### src/rtl/seqeng_pkg.sv
package seqeng_pkg;

    localparam int CODE_W = 16;
    localparam int RSEL_W = 2;
    localparam int REP_W  = 9;
    localparam int GAP_W  = 5;
    localparam int POST_W = 9;
    localparam int DIR_W  = 2;
    localparam int ADDR_W = 16;
    localparam int ROWS_W = 3;
    localparam int BANK_W = 3;
    localparam int RANK_W = 2;
    localparam int WRAP_W = 5;
    localparam int CFG_W  = 28;

    typedef enum logic [1:0] {
        PH_IDLE  = 2'd0,
        PH_ISSUE = 2'd1,
        PH_GAP   = 2'd2,
        PH_POST  = 2'd3
    } phase_e;

    typedef enum logic [1:0] {
        WD_CMD  = 2'd0,
        WD_CTRL = 2'd1,
        WD_ADDR = 2'd2,
        WD_UPD  = 2'd3
    } word_e;

    typedef struct packed {
        logic [CODE_W-1:0] code;
        logic [RSEL_W-1:0] rsel;
        logic [REP_W-1:0]  reps;
        logic [GAP_W-1:0]  gap;
        logic [POST_W-1:0] post;
        logic [DIR_W-1:0]  dir;
        logic [ADDR_W-1:0] addr;
        logic [ROWS_W-1:0] rowsel;
        logic [BANK_W-1:0] bank;
        logic [RANK_W-1:0] rank;
        logic              inc1;
        logic              inc8;
        logic              incb;
        logic [RANK_W-1:0] rinc;
        logic [WRAP_W-1:0] wrap;
    } entry_t;

endpackage

### src/rtl/seq_table.sv
module seq_table
    import seqeng_pkg::*;
#(
    parameter int N_ENT = 4,
    localparam int IDX_W = (N_ENT > 1) ? $clog2(N_ENT) : 1
) (
    input  logic                  clk,
    input  logic                  rst_n,
    input  logic                  we_i,
    input  logic                  busy_i,
    input  logic [IDX_W-1:0]      ent_i,
    input  logic [1:0]            sel_i,
    input  logic [CFG_W-1:0]      data_i,
    output entry_t [N_ENT-1:0]    tbl_o
);

    entry_t [N_ENT-1:0] tbl_d, tbl_q;

    always_comb begin
        tbl_d = tbl_q;
        if (we_i && !busy_i) begin
            case (word_e'(sel_i))
                WD_CMD: begin
                    tbl_d[ent_i].code = data_i[15:0];
                    tbl_d[ent_i].rsel = data_i[17:16];
                end
                WD_CTRL: begin
                    tbl_d[ent_i].reps = data_i[8:0];
                    tbl_d[ent_i].gap  = data_i[14:10];
                    tbl_d[ent_i].post = data_i[24:16];
                    tbl_d[ent_i].dir  = data_i[27:26];
                end
                WD_ADDR: begin
                    tbl_d[ent_i].addr   = data_i[15:0];
                    tbl_d[ent_i].rowsel = data_i[18:16];
                    tbl_d[ent_i].bank   = data_i[22:20];
                    tbl_d[ent_i].rank   = data_i[25:24];
                end
                default: begin
                    tbl_d[ent_i].inc1 = data_i[0];
                    tbl_d[ent_i].inc8 = data_i[1];
                    tbl_d[ent_i].incb = data_i[2];
                    tbl_d[ent_i].rinc = data_i[4:3];
                    tbl_d[ent_i].wrap = data_i[9:5];
                end
            endcase
        end
    end

    always_ff @(posedge clk) begin
        if (!rst_n) tbl_q <= '0;
        else        tbl_q <= tbl_d;
    end

    assign tbl_o = tbl_q;


    tbl_hold_chk: assert property (@(posedge clk) disable iff (!rst_n)
        (we_i && busy_i) |=> $stable(tbl_q));


    rsvd_zero_chk: assert property (@(posedge clk) disable iff (!rst_n)
        (we_i && sel_i == WD_ADDR) |-> (data_i[19] == 1'b0 && data_i[23] == 1'b0
            && data_i[27:26] == 2'b00));

endmodule

### src/rtl/seq_step.sv
module seq_step
    import seqeng_pkg::*;
(
    input  logic [ADDR_W-1:0] addr_i,
    input  logic [BANK_W-1:0] bank_i,
    input  logic [RANK_W-1:0] rank_i,
    input  logic              inc1_i,
    input  logic              inc8_i,
    input  logic              incb_i,
    input  logic [RANK_W-1:0] rinc_i,
    input  logic [WRAP_W-1:0] wrap_i,
    output logic [ADDR_W-1:0] addr_o,
    output logic [BANK_W-1:0] bank_o,
    output logic [RANK_W-1:0] rank_o
);

    logic [ADDR_W-1:0] keep_mask;
    logic [ADDR_W-1:0] sum;

    for (genvar b = 0; b < ADDR_W; b++) begin : g_mask
        assign keep_mask[b] = (wrap_i == '0) || (32'(wrap_i) > b);
    end

    always_comb begin
        sum    = addr_i + (inc1_i ? ADDR_W'(1) : '0) + (inc8_i ? ADDR_W'(8) : '0);
        addr_o = (addr_i & ~keep_mask) | (sum & keep_mask);
        bank_o = bank_i + (incb_i ? BANK_W'(1) : '0);
        rank_o = rank_i + rinc_i;
    end

endmodule

### src/rtl/dram_seq_engine.sv
module dram_seq_engine
    import seqeng_pkg::*;
#(
    parameter int N_ENT  = 4,
    parameter int LOOP_W = 8,
    localparam int IDX_W = (N_ENT > 1) ? $clog2(N_ENT) : 1,
    localparam int CNT_W = (GAP_W > POST_W) ? GAP_W : POST_W
) (
    input  logic              clk,
    input  logic              rst_n,
    input  logic              cfg_we,
    input  logic [IDX_W-1:0]  cfg_entry,
    input  logic [1:0]        cfg_word,
    input  logic [CFG_W-1:0]  cfg_wdata,
    input  logic              start,
    input  logic [IDX_W-1:0]  seq_last,
    input  logic [LOOP_W-1:0] loop_count,
    output logic              cmd_valid,
    output logic [15:0]       cmd_code,
    output logic [1:0]        cmd_rsel,
    output logic [15:0]       cmd_addr,
    output logic [2:0]        cmd_rowsel,
    output logic [2:0]        cmd_bank,
    output logic [1:0]        cmd_rank,
    output logic [1:0]        cmd_dir,
    output logic              busy,
    output logic              done
);

    typedef struct packed {
        phase_e            ph;
        logic [IDX_W-1:0]  idx;
        logic [IDX_W-1:0]  last;
        logic [REP_W-1:0]  left;
        logic [CNT_W-1:0]  cnt;
        logic [LOOP_W-1:0] loops;
        logic [ADDR_W-1:0] addr;
        logic [BANK_W-1:0] bank;
        logic [RANK_W-1:0] rank;
        logic              done;
    } st_t;

    st_t st_d, st_q;
    entry_t [N_ENT-1:0] tbl;
    entry_t cur;
    logic [ADDR_W-1:0] nxt_addr;
    logic [BANK_W-1:0] nxt_bank;
    logic [RANK_W-1:0] nxt_rank;

    seq_table #(.N_ENT(N_ENT)) u_table (
        .clk    (clk),
        .rst_n  (rst_n),
        .we_i   (cfg_we),
        .busy_i (busy),
        .ent_i  (cfg_entry),
        .sel_i  (cfg_word),
        .data_i (cfg_wdata),
        .tbl_o  (tbl)
    );

    assign cur = tbl[st_q.idx];

    seq_step u_step (
        .addr_i (st_q.addr),
        .bank_i (st_q.bank),
        .rank_i (st_q.rank),
        .inc1_i (cur.inc1),
        .inc8_i (cur.inc8),
        .incb_i (cur.incb),
        .rinc_i (cur.rinc),
        .wrap_i (cur.wrap),
        .addr_o (nxt_addr),
        .bank_o (nxt_bank),
        .rank_o (nxt_rank)
    );

    function automatic st_t load_entry(input st_t s, input entry_t e);
        st_t r = s;
        r.ph   = PH_ISSUE;
        r.left = (e.reps == '0) ? REP_W'(1) : e.reps;
        r.addr = e.addr;
        r.bank = e.bank;
        r.rank = e.rank;
        return r;
    endfunction

    function automatic st_t advance(input st_t s, input entry_t [N_ENT-1:0] t);
        st_t r = s;
        if (s.idx != s.last) begin
            r.idx = s.idx + 1'b1;
            r = load_entry(r, t[r.idx]);
        end else if (s.loops > LOOP_W'(1)) begin
            r.loops = s.loops - 1'b1;
            r.idx   = '0;
            r = load_entry(r, t[0]);
        end else begin
            r.ph   = PH_IDLE;
            r.done = 1'b1;
        end
        return r;
    endfunction

    always_comb begin
        st_d      = st_q;
        st_d.done = 1'b0;
        case (st_q.ph)
            PH_IDLE: begin
                if (start) begin
                    st_d.idx   = '0;
                    st_d.last  = seq_last;
                    st_d.loops = (loop_count == '0) ? LOOP_W'(1) : loop_count;
                    st_d = load_entry(st_d, tbl[0]);
                end
            end
            PH_ISSUE: begin
                st_d.addr = nxt_addr;
                st_d.bank = nxt_bank;
                st_d.rank = nxt_rank;
                if (st_q.left > REP_W'(1)) begin
                    st_d.left = st_q.left - 1'b1;
                    if (cur.gap != '0) begin
                        st_d.ph  = PH_GAP;
                        st_d.cnt = CNT_W'(cur.gap);
                    end
                end else if (cur.post != '0) begin
                    st_d.ph  = PH_POST;
                    st_d.cnt = CNT_W'(cur.post);
                end else begin
                    st_d = advance(st_d, tbl);
                end
            end
            PH_GAP: begin
                if (st_q.cnt == CNT_W'(1)) st_d.ph = PH_ISSUE;
                else                       st_d.cnt = st_q.cnt - 1'b1;
            end
            default: begin
                if (st_q.cnt == CNT_W'(1)) st_d = advance(st_d, tbl);
                else                       st_d.cnt = st_q.cnt - 1'b1;
            end
        endcase
    end

    always_ff @(posedge clk) begin
        if (!rst_n) st_q <= '0;
        else        st_q <= st_d;
    end

    assign cmd_valid  = (st_q.ph == PH_ISSUE);
    assign cmd_code   = cur.code;
    assign cmd_rsel   = cur.rsel;
    assign cmd_addr   = st_q.addr;
    assign cmd_rowsel = cur.rowsel;
    assign cmd_bank   = st_q.bank;
    assign cmd_rank   = st_q.rank;
    assign cmd_dir    = cur.dir;
    assign busy       = (st_q.ph != PH_IDLE);
    assign done       = st_q.done;


    busy_rise_chk: assert property (@(posedge clk) disable iff (!rst_n)
        $rose(busy) |-> $past(start));


    done_end_chk: assert property (@(posedge clk) disable iff (!rst_n)
        done |-> (!busy && $past(busy)));


    bank_step_chk: assert property (@(posedge clk) disable iff (!rst_n)
        (cmd_valid && $past(cmd_valid) && $past(st_q.left) > REP_W'(1)
            && $past(cur.incb) && $past(st_q.idx) == st_q.idx)
        |-> cmd_bank == $past(cmd_bank) + 3'd1);


    start_ignored_chk: assert property (@(posedge clk) disable iff (!rst_n)
        (busy && start && st_q.ph != PH_IDLE) |=> $stable(st_q.last));

endmodule

### config.mk
export PLATFORM = sky130hd
export DESIGN_NAME = dram_seq_engine
export DESIGN_NICKNAME = d
export VERILOG_FILES = /design/src/rtl/seqeng_pkg.sv /design/src/rtl/seq_table.sv /design/src/rtl/seq_step.sv /design/src/rtl/dram_seq_engine.sv
export SDC_FILE = /design/constraint.sdc
export NUM_CORES = 1
export LEC_CHECK = 0
export BUFFER_PORTS_ARGS = -buffer_cell sky130_fd_sc_hd__buf_2
export CAP_MARGIN = 20
export CORE_MARGIN = 2
export CORE_UTILIZATION = 25
export DETAILED_ROUTE_END_ITERATION = 8
export GPL_ROUTABILITY_DRIVEN = 0
export HOLD_SLACK_MARGIN = 0.05
export PLACE_DENSITY = 0.5
export SLEW_MARGIN = 10
export SYNTH_ARGS = -nofsm -noshare
export SYNTH_HDL_FRONTEND = slang
export SYNTH_SLANG_ARGS = --single-unit
### constraint.sdc
create_clock -name clk -period 11.7 [get_ports clk]
set_input_delay 0.585 -clock clk [delete_from_list [all_inputs] [get_ports clk]]
set_output_delay 0.585 -clock clk [all_outputs]
set_load 0.02 [all_outputs]
## After elaboration in Yosys (flattened, before gate mapping)

Cells that the tools add are included.

- Register bits after elaboration: 362
- Input port bits: 46
- Word-level logic and storage cells: 248

- Add/sub/neg operators: 8
- Multiplexer cells: 82
- Reductions and logical operators: 39
- Equal/unequal tests: 20
- Magnitude comparators: 22
- Bitwise gates (word level): 7

Operator list:

| operator | count |
|---|---|
| bitwise mux 308 bit | 15 |
| demux 77 bit (select 2 bit) | 15 |
| case mux 308 bit (3 select lines) | 1 |
| binary-select mux 77 bit (select 2 bit) | 2 |
| two-way mux 54 bit | 3 |
| two-way mux 77 bit | 2 |
| two-way mux 59 bit | 2 |
| two-way mux 51 bit | 2 |
| two-way mux 30 bit | 3 |
| case mux 30 bit (3 select lines) | 1 |
| two-way mux 9 bit | 7 |
| two-way mux 61 bit | 1 |
| two-way mux 50 bit | 1 |
| two-way mux 45 bit | 1 |
| > comparator 5 x 4 -> 1 bit (second input constant) | 8 |
| case mux 13 bit (3 select lines) | 1 |
| two-way mux 18 bit | 2 |
| two-way mux 36 bit | 1 |
| two-way mux 34 bit | 1 |
| adder 16 bit | 2 |
| AND 16 bit | 2 |
| two-way mux 15 bit | 2 |
| case mux 9 bit (3 select lines) | 1 |
| > comparator 5 x 3 -> 1 bit (second input constant) | 4 |
| other kinds (51) | 98 |

## Depth between registers and ports, before layout

Gate-level depths: netlist of the first run.

- Depth after elaboration: 12
- Mapped depth: 16
- Mapped depth without buffers: 10

## Hierarchy

From an unflattened synthesis of the first run, not the netlist that was laid out.

- Cell total of the unflattened synthesis: 1797
- Area, all modules: 18034.8 um2

By module, submodules not included:

| module | instances | area each (um2) | cells each |
|---|---|---|---|
| seq_table | 1 | 11105.7 | 1063 |
| dram_seq_engine | 1 | 6317.3 | 651 |
| seq_step | 1 | 611.8 | 83 |

## Worst setup path after synthesis of the first run

Ideal clock, no wire load.

- Path type: reg2reg
- Start: reg st_q[50] in the netlist's numbering
- End: reg st_q, in the netlist cmd_addr[11]
- Clock period less this slack: 3752 ps
- Setup slack: 7948 ps
- Setup time: 123 ps
- Path buffers: 6
- Data arrival time: 3629 ps
- Stages on the path, launching flop included: 16
- Path through: dfxtp_1 -> buf_6 -> buf_12 -> buf_6 -> buf_2 -> buf_2 -> buf_2 -> mux4_2 -> ha_1 -> a41o_1 -> nor2b_1 -> nand2_1 -> a221oi_1 -> nand3_1 -> a211oi_1 -> nor3_1

- Cells in the longest elaborated chain, start to end: 12
- Elaborated cells between the ends (all ways): 27
- Those cells by class: add/sub: 3; order compare: 1; eq/ne: 1; mux: 13; bitwise: 4; reduce/logical: 5

Ends and longest elaborated chain:

| item | line | text |
|---|---|---|
| start: declaration | dram_seq_engine.sv:43 | `st_t st_d, st_q;` |
| start signal: assignment | dram_seq_engine.sv:145 | `else st_q <= st_d;` |
| binary-select mux 77 bit (select 2 bit) | dram_seq_engine.sv:61 | `assign cur = tbl[st_q.idx];` |
| two-way mux 77 bit (not written as such) | dram_seq_engine.sv:61 |  |
| two-way mux 1 bit, or another cell as far along | seq_step.sv:25 | `sum = addr_i + (inc1_i ? ADDR_W'(1) : '0) + (inc8_i ? ADDR_W'(8) : '0);` |
| adder 16 bit / logical OR 1 bit (equally long branches) | seq_step.sv:25, seq_step.sv:21 |  |
| adder 16 bit / inverter 16 bit (equally long branches) | seq_step.sv:25, seq_step.sv:26 |  |
| AND 16 bit | seq_step.sv:26 | `addr_o = (addr_i & ~keep_mask) \| (sum & keep_mask);` |
| OR 16 bit | seq_step.sv:26 |  |
| two-way mux 51 bit | dram_seq_engine.sv:92 | `end else if (s.loops > LOOP_W'(1)) begin` |
| two-way mux 54 bit | dram_seq_engine.sv:89 | `if (s.idx != s.last) begin` |
| two-way mux 30 bit | dram_seq_engine.sv:125 | `end else if (cur.post != '0) begin` |
| two-way mux 30 bit | dram_seq_engine.sv:119 | `if (st_q.left > REP_W'(1)) begin` |
| case mux 30 bit (3 select lines) | dram_seq_engine.sv:106 | `case (st_q.ph)` |

Several ways; a longest one is shown, not always the timed one. The select of a mux whose other input is x is not followed.
A chain may end at the register's enable or synchronous reset.

## Worst setup path after layout of the first run

Ends and elaborated chain as after synthesis.

==> impl_metrics.ini, run 1 <==
[cells_and_area]
antennaDiodeCount = 0
area_delta_synth_final_pct = 14.2
post_layout_nonfiller_instances = 2949
finish.net_count = 2102
drive_above_1_share = 0.143

[grt]
global_route_wire_length_before_repair_mm = 89.5
track_usage = 0.162
antenna_found_initial = 6
vias_in_the_first_global_route = 14500
grt-ovfl-total = 0
grt_start_max_net_pins = 137

[floorplan]
design.die.area_mm2 = 0.0706
boundaryPins = 93
die_y_um = 266
initial_utilization = 0.254
design.core.area_mm2 = 0.0675
fp.dieW_um = 266
placement_rows = 95

[drt]
wirelength_mm = 57.9
drt_first_pass_iters = 6
post-route-drc-count = 0
wl_per_cell_um = 19.6
vias = 15300
routed_via_density = 5.18
drt_iter0_markers = 1400
detail-route-antenna-nets = 0

[cts]
clkTransAtPathRegs_ps = 60
insertion_delay_ps = 590
ctsHoldBuffers = 0
cts_tree = done
cts_made_buffers = 42
ctsRootBufferMaster = clkbuf_16
maximum_buffer_depth_of_the_clock_tree = 3
numClockSinks = 362
post_cts.repair.setup_buffers = 0
post_cts_resize_count = 0
cts.htree.levels = 2

[critical_path]
startpoint_type = flop
crit_start = st_q[50]
timing.rr.start = st_q[50]
rr_worst_depth = 10
rr_endpoint = cmd_addr[11]
timing.critical_path.fanout_max = 39
timing.critical_path.to_type = flop
arrival_ps = 4450
r2r_setup_slack_ps = 7720
worst-endpoint-required_ps = 12160
worstSetupPathType = reg2reg

[logic_synthesis]
post_syn_area_per_cell_um2 = 8.31
ys_types = 81
synth_nets = 2119
synth.ff_latch_count = 362
synth_seq_area_share = 0.423
number_of_enable_flip_flop_cells_after_synthesis = 0
synth_warn = 0
synth-async-reset-ratio = 0
syn-cell-area_mm2 = 0.0171
postSynth.topFlopCell = dfxtp_1
netlist_instances = 2061

[placed_design]
placedCellCount = 2872
portBuffers = 92
hpwl_reported_at_the_end_of_detailed_placement_mm = 37.5

[sta]
setup-tns-final_ps = 0
finalMaxSlewViolations = 0
fin_crit_ps = 3980
worst_slew_pin_slew_ps = 1100
timing.max_slew.rel_slack = 0.266
timing.final.hold_violations = 0
final.setup_skew_ps = 26.7
max_freq_mhz = 251
layout_worst_path_cycle_share = 0.341
report.final.setup_viol = 0
grt_setup_unrepaired = false

[pwr]
total_leakage_power_nw = 6.71
cellPowerDensity_mw_per_mm2 = 204
peakVddDrop_uv = 117

[min_path]
min_delay_path_class = in2reg
min_from = cfg_wdata[25]
hold_depth = 3

[job]
max-cap-violations = 0

[run_status]
status = finished clean
[worst max path at each step]
| stage | slack [ps] | end | depth (start not counted) |
|---|---|---|---|
| 2_1_floorplan | 7950 | cmd_addr[11] | 15 |
| 3_3_place_gp | 7660 | cmd_addr[11] | 10 |
| 3_5_place_dp | 7690 | cmd_addr[11] | 10 |
| 4_1_cts | 7690 | cmd_addr[11] | 10 |
| 5_1_grt | 7380 | st_q[29] | 9 |
| 6_report | 7720 | cmd_addr[11] | 10 |
[report_power, final]
group          switching (mW)  internal, mW  total (mW)  leakage [nW]
combinational           0.814         0.413        1.23          3.10
sequential              0.103          1.32        1.42          2.93
clock                   0.556         0.779        1.33         0.688
[routing by layer]
metal	part of all wire	GRT usage
met3	0.059	0.0251
met5	0.0012	0
met4	0.018	0.0404
met1	0.47	0.229
met2	0.45	0.256
[kinds of logic after synthesis]
family,after synthesis,synth area share
compound gates,527,0.180
xor+xnor,23,0.0118
fa+ha+maj,12,0.00877
buf+inv,202,0.0542
flops,362,0.423
mux,110,0.123
simple gates,825,0.199
[cells in the final DEF (no fill, tap or decap), drive strengths merged, types with 8 or more instances in the layout]
master	n
o22ai	27
a31oi	9
xnor2	14
nor3	21
mux2i	32
inv	14
xor2	9
dfxtp	362
clkinv	15
nor4	11
mux4	77
ha	12
a221oi	20
nor2	92
a211oi	8
a21oi	343
buf	126
o211ai	8
nand3	31
clkbuf	56
nand2	621
nand4	8
o21ai	46
[worst max-delay path, cell delays in order (launching register included)]
cell      delay (ps)
dfxtp_4          910
buf_4            580
mux4_2           600
ha_1             360
a41o_1           250
nor2b_1          280
nand2_1          100
a221oi_1         300
nand3_1          130
a211oi_1         250
nor3_1            70
[area by class of cell]
type,instances,area (um2)
Fill cell,7198,48000
Timing Repair Buffer,126,751
Multi-Input combinational cell,1497,8990
Sequential cell,362,7250
Clock buffer,56,1170
Tap cell,873,1090
Clock inverter,20,233
Inverter,15,63.8
[synth_stat cells, types with 8 or more instances]
cell type	n	area [um2]
a21oi_1	343	1720
mux4_2	65	1460
mux4_1	12	315
ha_1	12	150
clkbuf_1	128	480
nor2_1	91	342
o22ai_1	27	169
mux2i_1	32	320
nand4_1	8	50.1
o21ai_0	45	225
nor3_1	20	100
xor2_1	9	78.8
nand3_1	31	155
buf_4	28	210
nand2_1	620	2330
dfxtp_1	362	7250
a31oi_1	9	56.3
o211ai_1	8	60.1
xnor2_1	14	123
inv_1	13	48.8
buf_2	15	75.1
a221oi_1	19	166
[stage by stage]
stage	utilization	hold slack (ps)	total power, mW	setup WS, ps	cell area (um2)
2_1_floorplan	-	432	2.33	7950	17100
3_3_place_gp	0.268	438	2.65	7660	18100
3_5_place_dp	0.268	443	2.66	7690	18100
4_1_cts	0.289	242	4.00	7690	19500
5_1_grt	0.290	264	4.20	7380	19600
6_report	0.290	267	3.98	7720	19600
Note: power is estimated with default switching activity, not from simulation.
==> inputs of run 2 (changes only) <==
--- a/config.mk
+++ b/config.mk
@@ -12,7 +12,7 @@
 export DETAILED_ROUTE_END_ITERATION = 8
 export GPL_ROUTABILITY_DRIVEN = 0
 export HOLD_SLACK_MARGIN = 0.05
-export PLACE_DENSITY = 0.5
+export PLACE_DENSITY = 0.52
 export SLEW_MARGIN = 10
 export SYNTH_ARGS = -nofsm -noshare
 export SYNTH_HDL_FRONTEND = slang
==> constraint.sdc (replaced) <==
create_clock -name clk -period 3.3 [get_ports clk]
set_input_delay 0.165 -clock clk [delete_from_list [all_inputs] [get_ports clk]]
set_output_delay 0.165 -clock clk [all_outputs]
set_load 0.02 [all_outputs]
==> impl_metrics.ini, run 2 (synthesized netlist as in run 1, its figures left out) <==
[grt]
most_congested_layer_reported_by_global_routing = met2
antenna_found_initial = 8
global_route_wire_length_before_repair_mm = 90.3
vias_in_the_first_global_route = 14700
global_route.usage.met1 = 0.231
groute.layer.met2.usage = 0.258
grt-ovfl-total = 0
track_usage = 0.164
grt_start_max_net_pins = 118
met3_usage = 0.0308

[critical_path]
series_of_cell_instances_along_the_critical_path = buf_4, mux4_1, nor2_1, a21oi_1, a221oi_1, nand3_1, a211oi_1, nor3_1
worstSetupPathType = reg2reg
startpoint_type = flop
critical_path_cell_count = 8
slowest_delay_ps = 770
timing.critical_path.to_type = flop
arrival_ps = 3450
critPathTopFamily = compound AO/OA/AOI/OAI gates
rr_worst_depth = 8
path_buf_inv = 1
timing.critical_path.fanout_max = 13
worst-endpoint-required_ps = 3750
crit_slowest_cell = mux4_1

[drt]
wl_per_cell_um = 19.6
vias = 15500
detail-route-antenna-nets = 0
routed_via_density = 5.13
post-route-drc-count = 0
drt_first_pass_iters = 5
drt_iter0_markers = 1397
wirelength_mm = 59.0

[cts]
cts_tree = done
ctsRootBufferMaster = clkbuf_16
numClockSinks = 362
clkTransAtPathRegs_ps = 70
insertion_delay_ps = 560
cts.htree.levels = 2
cts_made_buffers = 40
maximum_buffer_depth_of_the_clock_tree = 3

[sta]
timing.max_slew.rel_slack = 0.340
timing.final.hold_violations = 0
fin_crit_ps = 3000
max_freq_mhz = 334
postLayoutSetupSlackWorst_ps = 303
layout_worst_path_cycle_share = 0.908
report.final.setup_viol = 0
final.setup_skew_ps = 22.6
finalMaxSlewViolations = 0
worst_slew_pin_slew_ps = 990
grt_setup_unrepaired = false
setup-tns-final_ps = 0
hold_slack_ps = 77.7

[floorplan]
design.core.area_mm2 = 0.0675
die_y_um = 266
initial_utilization = 0.254
placement_rows = 95
design.die.area_mm2 = 0.0706
boundaryPins = 93
fp.dieW_um = 266

[cells_and_area]
layout.filler_cells = 7108
area_delta_synth_final_pct = 17.6
multi_input_area_mm2 = 0.00898
most_used_cells_in_the_layout_excluding_fill_and_tap_cells = nand2_1 (620), dfxtp_1 (360), a21oi_1 (343), buf_2 (92), nor2_1 (85)
finish.net_count = 2170
post_layout_nonfiller_instances = 3015
area.sequential_mm2 = 0.00725
commonest_non_fill_non_tap_cell_in_the_layout = nand2_1
drive_above_1_share = 0.151

[min_path]
hold_depth = 3
min_delay_path_class = in2reg

[placed_design]
portBuffers = 92
placedCellCount = 2906
hpwl_reported_at_the_end_of_detailed_placement_mm = 38.3
pre_cts_ws_ps = 192

[pwr]
cellPowerDensity_mw_per_mm2 = 715
peakVddDrop_uv = 389
total_leakage_power_nw = 7.01

[run_status]
status = finished clean

[job]
max-cap-violations = 0
[run 2: cell types whose count changed in the layout (fill, tap and decap cells not counted), moves of 2 or more]
cell           previous run  this run
dlygate4sd3_1             0        36
buf_4                    31        62
clkbuf_8                  5        12
clkinv_2                 12         5
buf_12                    0         5
nor2_1                   82        85
nor2_2                    9         6
clkbuf_16                43        41
clkinv_16                 2         0
[run 2: stage by stage]
stage | instance area [um2] | util | total power, mW
floorplan | 17200 | - | 8.28
global placement | 18400 | 0.273 | 9.75
detailed placement | 18400 | 0.273 | 9.75
CTS | 20100 | 0.298 | 14.5
global route | 20100 | 0.298 | 15.1
finish | 20100 | 0.298 | 14.4
[run 2: power breakdown]
group          internal [mW]  switching, mW
Combinational           1.71           3.02
Sequential              4.67          0.365
Clock                   2.78           1.87
Total                   9.16           5.25
[run 2: final timing paths]
check | startpoint | to | slack, ps
worst max-delay path | st_q[50] | cmd_addr[11] | 300
worst min-delay path | cfg_wdata[1] | flop | 80
worst max register to register | st_q[50] | cmd_addr[11] | 300
worst min register to register | flop | flop | 450
[run 2: worst register-to-register path, delay by kind of cell (launching register included)]
kind                   cells  cell delay, ps
AO/OA/AOI/OAI              3             840
buffers and inverters      1             350
AND/OR/NAND/NOR            3             350
multiplexers               1             770
flip-flops                 1             570
[run 2: layout make-up]
type | count | area share
Timing Repair Buffer | 196 | 0.0696
Tap cell | 873 | 0.0542
Clock inverter | 10 | 0.00646
Multi-Input combinational cell | 1497 | 0.446
Clock buffer | 61 | 0.0606
Inverter | 15 | 0.00317
Antenna cell | 1 | 0.000124
Sequential cell | 362 | 0.360
[run 2: repair_timing]
| action | 4_1_cts | 5_1_grt |
|---|---|---|
| hold endpoints to repair | 213 | 0 |
| gates resized for setup | 0 | 0 |
| setup endpoints to repair | 0 | 1 |
| buffers inserted | 0 | 1 |
| hold buffers | 36 | 0 |
[run 2: layer usage]
metal / wire [um] / vias up
met1: 27500 / 7537
li1: - / 7279
met4: 1040 / 10
met3: 3910 / 77
met5: 69 / -
met2: 26500 / 562
